`src/rtl/ivt_pkg.sv`:
```
// Package: shared field positions, register addresses and control layout
// for the interval timer. Assumes at most four tick sources (2-bit select)
// and a 3-bit prescale code.
package ivt_pkg;
    localparam int ADDR_W   = 3;
    localparam int SRC_W    = 2;
    localparam int PRE_W    = 3;

    localparam int BIT_RUN  = 0;
    localparam int BIT_RLD  = 1;
    localparam int SRC_LSB  = 2;
    localparam int PRE_LSB  = 4;
    localparam int BIT_MODE = 7;

    localparam logic [ADDR_W-1:0] A_CTRL = 3'd0;
    localparam logic [ADDR_W-1:0] A_INTV = 3'd1;
    localparam logic [ADDR_W-1:0] A_CURR = 3'd2;
    localparam logic [ADDR_W-1:0] A_IEN  = 3'd3;
    localparam logic [ADDR_W-1:0] A_STAT = 3'd4;

    typedef struct packed {
        logic             single;
        logic [PRE_W-1:0] pre;
        logic [SRC_W-1:0] src;
        logic             run;
    } ctrl_t;
endpackage

```
`src/rtl/ivt_prescaler.sv`:
```
// Module: source selector plus power-of-two prescaler.
// Picks one tick strobe and emits one step per 2^pre selected strobes.
// Assumes the strobes are single-cycle enables in the clk domain. The phase
// restarts whenever the timer is stopped or a reload is requested.
module ivt_prescaler
    import ivt_pkg::*;
#(
    parameter int NUM_SRC = 4
) (
    input  logic               clk,
    input  logic               rst_n,
    input  logic               run,
    input  logic               clear,
    input  logic [SRC_W-1:0]   src_sel,
    input  logic [PRE_W-1:0]   pre_sel,
    input  logic [NUM_SRC-1:0] ticks,
    output logic               step
);
    localparam int PCW = (1 << PRE_W) - 1;

    logic [NUM_SRC-1:0] hit;
    logic               sel_tick;
    logic [PCW-1:0]     limit;
    logic [PCW-1:0]     pcnt;
    logic               at_limit;

    // Mask each source by its select match
    for (genvar g = 0; g < NUM_SRC; g++) begin : g_src
        assign hit[g] = ticks[g] & (src_sel == SRC_W'(g));
    end

    assign sel_tick = |hit;
    // PCW - pre equals ~pre because PCW is all ones in PRE_W bits
    assign limit    = {PCW{1'b1}} >> (~pre_sel);
    assign at_limit = (pcnt >= limit);
    assign step     = run & ~clear & sel_tick & at_limit;

    // Phase counter: counts selected strobes up to the divide limit
    always_ff @(posedge clk) begin
        if (!rst_n) begin
            pcnt <= '0;
        end else if (clear || !run) begin
            pcnt <= '0;
        end else if (sel_tick) begin
            pcnt <= at_limit ? '0 : pcnt + 1'b1;
        end
    end
endmodule

```
`src/rtl/ivt_core.sv`:
```
// Module: the down counter proper. Loads on request, decrements on step,
// and on expiry either restarts from the interval or parks at zero.
// Assumes load and step may coincide (load wins).
module ivt_core #(
    parameter int CNT_W = 32
) (
    input  logic             clk,
    input  logic             rst_n,
    input  logic             load,
    input  logic [CNT_W-1:0] load_val,
    input  logic             step,
    input  logic             single,
    output logic [CNT_W-1:0] cnt,
    output logic             expire,
    output logic             stop
);
    logic above_one;
    logic is_one;

    assign above_one = (cnt > CNT_W'(1));
    assign is_one    = (cnt == CNT_W'(1));
    assign expire    = step & ~load & is_one;
    assign stop      = step & ~load & single & ~above_one;

    // Count register: reload, decrement, or end-of-interval handling
    always_ff @(posedge clk) begin
        if (!rst_n) begin
            cnt <= '0;
        end else if (load) begin
            cnt <= load_val;
        end else if (step) begin
            if (above_one)   cnt <= cnt - 1'b1;
            else if (single) cnt <= '0;
            else             cnt <= load_val;
        end
    end
endmodule

```
`src/rtl/ivt_timer.sv`:
```
// Module: top of the interval timer. Decodes the register port, holds
// control/interval/interrupt state and joins prescaler and counter.
// Assumes a single-cycle write strobe; rdata is combinational from addr.
module ivt_timer
    import ivt_pkg::*;
#(
    parameter int CNT_W   = 32,
    parameter int NUM_SRC = 4
) (
    input  logic               clk,
    input  logic               rst_n,
    input  logic               wr_en,
    input  logic [ADDR_W-1:0]  addr,
    input  logic [CNT_W-1:0]   wdata,
    output logic [CNT_W-1:0]   rdata,
    input  logic [NUM_SRC-1:0] tick_src,
    output logic               irq
);
    ctrl_t            ctrl_q;
    logic [CNT_W-1:0] intv_q;
    logic [CNT_W-1:0] cur_cnt;
    logic             ien_q;
    logic             pend_q;
    logic             ctrl_wr;
    logic             reload_req;
    logic             tick_step;
    logic             expire;
    logic             stop;
    logic             ctrl_en;
    logic             ctrl_mode;

    assign ctrl_wr    = wr_en && (addr == A_CTRL);
    assign reload_req = ctrl_wr && wdata[BIT_RLD];
    assign ctrl_en    = ctrl_q.run;
    assign ctrl_mode  = ctrl_q.single;

    ivt_prescaler #(.NUM_SRC(NUM_SRC)) u_pre (
        .clk     (clk),
        .rst_n   (rst_n),
        .run     (ctrl_q.run),
        .clear   (reload_req),
        .src_sel (ctrl_q.src),
        .pre_sel (ctrl_q.pre),
        .ticks   (tick_src),
        .step    (tick_step)
    );

    ivt_core #(.CNT_W(CNT_W)) u_core (
        .clk      (clk),
        .rst_n    (rst_n),
        .load     (reload_req),
        .load_val (intv_q),
        .step     (tick_step),
        .single   (ctrl_q.single),
        .cnt      (cur_cnt),
        .expire   (expire),
        .stop     (stop)
    );

    // Control word: software write wins over single-shot self-stop
    always_ff @(posedge clk) begin
        if (!rst_n) begin
            ctrl_q <= '0;
        end else if (ctrl_wr) begin
            ctrl_q.run    <= wdata[BIT_RUN];
            ctrl_q.src    <= wdata[SRC_LSB +: SRC_W];
            ctrl_q.pre    <= wdata[PRE_LSB +: PRE_W];
            ctrl_q.single <= wdata[BIT_MODE];
        end else if (stop) begin
            ctrl_q.run <= 1'b0;
        end
    end

    // Interval and interrupt-enable registers
    always_ff @(posedge clk) begin
        if (!rst_n) begin
            intv_q <= '0;
            ien_q  <= 1'b0;
        end else if (wr_en) begin
            if (addr == A_INTV) intv_q <= wdata;
            if (addr == A_IEN)  ien_q  <= wdata[0];
        end
    end

    // Pending flag: set on expiry, write-one-to-clear, set has priority
    always_ff @(posedge clk) begin
        if (!rst_n) begin
            pend_q <= 1'b0;
        end else if (expire) begin
            pend_q <= 1'b1;
        end else if (wr_en && (addr == A_STAT) && wdata[0]) begin
            pend_q <= 1'b0;
        end
    end

    // Read mux
    always_comb begin
        rdata = '0;
        case (addr)
            A_CTRL: begin
                rdata[BIT_RUN]               = ctrl_q.run;
                rdata[SRC_LSB +: SRC_W]      = ctrl_q.src;
                rdata[PRE_LSB +: PRE_W]      = ctrl_q.pre;
                rdata[BIT_MODE]              = ctrl_q.single;
            end
            A_INTV:  rdata    = intv_q;
            A_CURR:  rdata    = cur_cnt;
            A_IEN:   rdata[0] = ien_q;
            A_STAT:  rdata[0] = pend_q;
            default: rdata    = '0;
        endcase
    end

    assign irq = pend_q & ien_q;
endmodule

```
`config.mk`:
```
export PLATFORM = sky130hd
export DESIGN_NAME = ivt_timer
export DESIGN_NICKNAME = d
export VERILOG_FILES = /design/src/rtl/ivt_pkg.sv /design/src/rtl/ivt_prescaler.sv /design/src/rtl/ivt_core.sv /design/src/rtl/ivt_timer.sv
export SDC_FILE = /design/constraint.sdc
export NUM_CORES = 1
export LEC_CHECK = 0
export BUFFER_PORTS_ARGS = -buffer_cell sky130_fd_sc_hd__buf_2
export CORE_MARGIN = 2
export CORE_UTILIZATION = 54
export DETAILED_ROUTE_END_ITERATION = 10
export GPL_ROUTABILITY_DRIVEN = 1
export PLACE_DENSITY_LB_ADDON = 0.12
export SLEW_MARGIN = 0
export SYNTH_ARGS = -nofsm -noshare
export SYNTH_HDL_FRONTEND = slang
export SYNTH_SLANG_ARGS = --single-unit
```
`constraint.sdc`:
```
create_clock -name clk -period 6.96 [get_ports clk]
set_input_delay 1.74 -clock clk [delete_from_list [all_inputs] [get_ports clk]]
set_output_delay 1.74 -clock clk [all_outputs]
set_load 0.02 [all_outputs]
```
==> results.toml <==
[place]
placement.io_buffers = 74
place.detailed.hpwl_um = 8669
gp_congestion = 0.8881
placed_cell_area_um2 = 4937
place_ws_ns = 2.009

[clocking]
htree_num_levels = 3
path_clk_slew_ns = 0.08
cts_made_buffers = 9
clkLatencyLatePin_ns = 0.36
cts-root-to-sink-buffers = 2
cts_hold_buf = 0
cts_resized = 0
post-cts-setup-buffers = 0
tritoncts = "yes"
clock_sinks = 80
cts-root-buf = "sky130_fd_sc_hd__clkbuf_8"

[synth]
postSynthAreaPerCell_um2 = 7.826
combinational_family_with_the_most_area_after_synthesis = "compound AO/OA/AOI/OAI gates"
mappedNetlistNets = 633
post_synth_fa_ha_maj_area_fraction_pct = 2.752
synth_warn = 0
netlist.area_leader.share_pct = 35.22
post-synth-top-count-cell = "sky130_fd_sc_hd__nand2_1"
synth_area_in_compound_gates_pct = 27.02
post_synth_num_cell_types = 58
post_synth_instance_area_um2 = 4547
synth_top_cells_by_count = "90 x sky130_fd_sc_hd__nand2_1, 80 x sky130_fd_sc_hd__dfxtp_1, 54 x sky130_fd_sc_hd__nor2_1, 51 x sky130_fd_sc_hd__a21oi_1, 32 x sky130_fd_sc_hd__clkbuf_1"
mux_share_of_post_synthesis_cell_area_pct = 4.018
number_of_synthesized_flops_with_an_enable_pin = 0
ys_seq_elements = 80
async_flop_share_pct = 0
yosys.area_share.xor_xnor_pct = 1.734
synth_top_area_cell = "sky130_fd_sc_hd__dfxtp_1"
post_synthesis_share_of_cell_area_spent_on_and_or_nand_and_nor_gates_pct = 24.68
sequential_cell_area_fraction_in_the_yosys_report_pct = 35.22
synthCells = 581
postSynth.topFlopCell = "sky130_fd_sc_hd__dfxtp_1"
synth.area.top_cells = "sky130_fd_sc_hd__dfxtp_1 35%, sky130_fd_sc_hd__nand2_1 7.4%, sky130_fd_sc_hd__a21oi_1 5.6%, sky130_fd_sc_hd__a22o_1 5.0%, sky130_fd_sc_hd__nor2_1 4.5%"

[floorplanning]
floorplan.die.width_um = 95.76
design.core.area_um2 = 8175
die-height_um = 95.76
num_rows = 33
design.die.area_um2 = 9170
top_ports = 75
effective_utilization_at_floorplan_pct = 55.62

[timing]
setup_tns_after_final_layout_ns = 0
fin_skew_ns = 0.01378
period_needed_ns = 5.033
timing.max_slew.rel_slack_pct = 21.54
rsz0062_at_grt = "no"
timing.final.hold_violations = 0
fin_crit_sh_pct = 72.32
drv_slew = 0
worstMarginPinSlew_ns = 1.174
setup-violations-final = 0
final_critical_path_setup_slack_ns = 1.927
max_freq_mhz = 198.7

[power_and_ir_drop]
vdd_ir_drop_max_v = 0.0001648
leakage_uw = 0.002008
power.density_nw_per_um2 = 259.3
post-layout-total-power_uw = 1334

[critical_path]
path_cells = "buf_2 -> nor2b_1 -> nor2b_2 -> buf_4 -> a22o_1 -> buf_2"
top_cell_by_count_worst_path = "sky130_fd_sc_hd__buf_2"
r2r_setup_slack_ns = 3.33
critical_path_peak_fanout = 27
max_stage_delay_ns = 0.42
timing.critical_path.to_type = "output pin"
critPathSlowestCell = "sky130_fd_sc_hd__nor2b_1"
worst-endpoint-required_ns = 5.22
worst-path-buf-inv = 3
start_kind = "input pin"
timing.critical_path.arrival_ns = 3.29
criticalPathCategory = "input pin to output pin"
cp_top_family = "buffers and inverters"

[route]
route.antenna.remaining_nets = 0
routed_wire_length_per_instance_um = 17.29
drt_pre_antenna_iters = 5
routed-via-count = 4620
route.final.wire_length_um = 12810
drc_violation_count_after_routing = 0
drtIter0Drc = 279
post_drt_via_cell_ratio = 6.235

[global_route]
antenna_found_initial = 0
global_route_wire_length_before_repair_um = 21210
grtUsageTotal_pct = 29.36
grt_max_degree = 38
grt.overflow.total = 0
vias_in_the_first_global_route = 4295

[min_path]
worst_hold_path_type = "flop to flop"

[finish]
final_cell_area_um2 = 5144
final_layout_size_suffix_gt1_share_pct = 17.77
antennaDiodeCount = 0
fin_nets = 683
layout-area-overhead-vs-synth_pct = 13.13

[run]
maxCapViolations = 0

[status]
outcome = "finished, final reports clean"
[cell families (layout without fill, tap and decap cells)]
logic type / after synthesis / count (layout)
adders and majority gates: 10 / 10
buffers and inverters: 50 / 105
and+or+nand+nor: 231 / 231
xor gates and xnor gates: 9 / 9
AOI/OAI and AO/OA: 184 / 184
muxes: 17 / 17
DFF: 80 / 80
[through the flow]
| stage | hold slack, ns | instances | utilization (%) |
|---|---|---|---|
| floorplan | 0.4489 | 581 | - |
| global placement | 0.4686 | 725 | 60.39 |
| detailed placement | 0.4716 | 725 | 60.39 |
| CTS | 0.4809 | 741 | 62.92 |
| global route | 0.5099 | 741 | 62.92 |
| finish | 0.4795 | 741 | 62.92 |
[registers in the layout (all words and copies together), names as in the netlist]
signal      flops
intv_q         32
u_core.cnt     32
u_pre.pcnt      7
ctrl_q          5
ctrl_en         1
ctrl_mode       1
ien_q           1
pend_q          1
[layer usage]
layer / vias up / global-route usage [%] / part of all wire, %
met5: - / 0 / 0
met4: 0 / 7.738 / 1.4
met3: 18 / 4.777 / 6.8
met2: 193 / 48.43 / 48
met1: 2182 / 39.97 / 44
li1: 2227 / - / -
[area by class of cell]
type                       count  area, um^2
clock inverter                 6       68.82
inverter                       9       33.78
sequential                    80        1602
tap                          105       131.4
fill                         756        3032
multi-input combinational    451        2755
clock buffer                  10       137.6
timing repair buffer          80       415.4
[worst paths after layout]
kind                                    from                     endpoint  cells after the start
hold reg to reg      intv_q[14]$_SDFFE_PN0P_      intv_q[14]$_SDFFE_PN0P_                      2
setup / recovery                     addr[0]                    rdata[13]                      6
setup reg to reg  u_core.cnt[8]$_SDFFE_PN0P_  u_core.cnt[16]$_SDFFE_PN0P_                      6
hold / removal       intv_q[14]$_SDFFE_PN0P_      intv_q[14]$_SDFFE_PN0P_                      2
[worst min-delay path, stage by stage (launching register included)]
cell and delay, ns:
sky130_fd_sc_hd__dfxtp_1 0.33, sky130_fd_sc_hd__nand2_1 0.06, sky130_fd_sc_hd__a21oi_1 0.05
[layout by cell type, fill, tap and decap left out, types with 18 or more instances in the layout]
master                     synthesis  layout
sky130_fd_sc_hd__o211ai_1         24      24
sky130_fd_sc_hd__nand2_1          90      90
sky130_fd_sc_hd__o21ai_1          20      20
sky130_fd_sc_hd__nor2_1           54      54
sky130_fd_sc_hd__dfxtp_1          80      80
sky130_fd_sc_hd__a21oi_1          51      51
sky130_fd_sc_hd__a21boi_0         18      18
sky130_fd_sc_hd__buf_2             4      74
sky130_fd_sc_hd__a22o_1           26      26
[power by group]
part / internal, uW / total (uW) / switching [uW]
Clock: 177 / 359 / 182
Sequential: 469 / 485 / 15.5
Combinational: 176 / 490 / 314
Total: 822 / 1330 / 512
(Power assumes the default switching activity.)
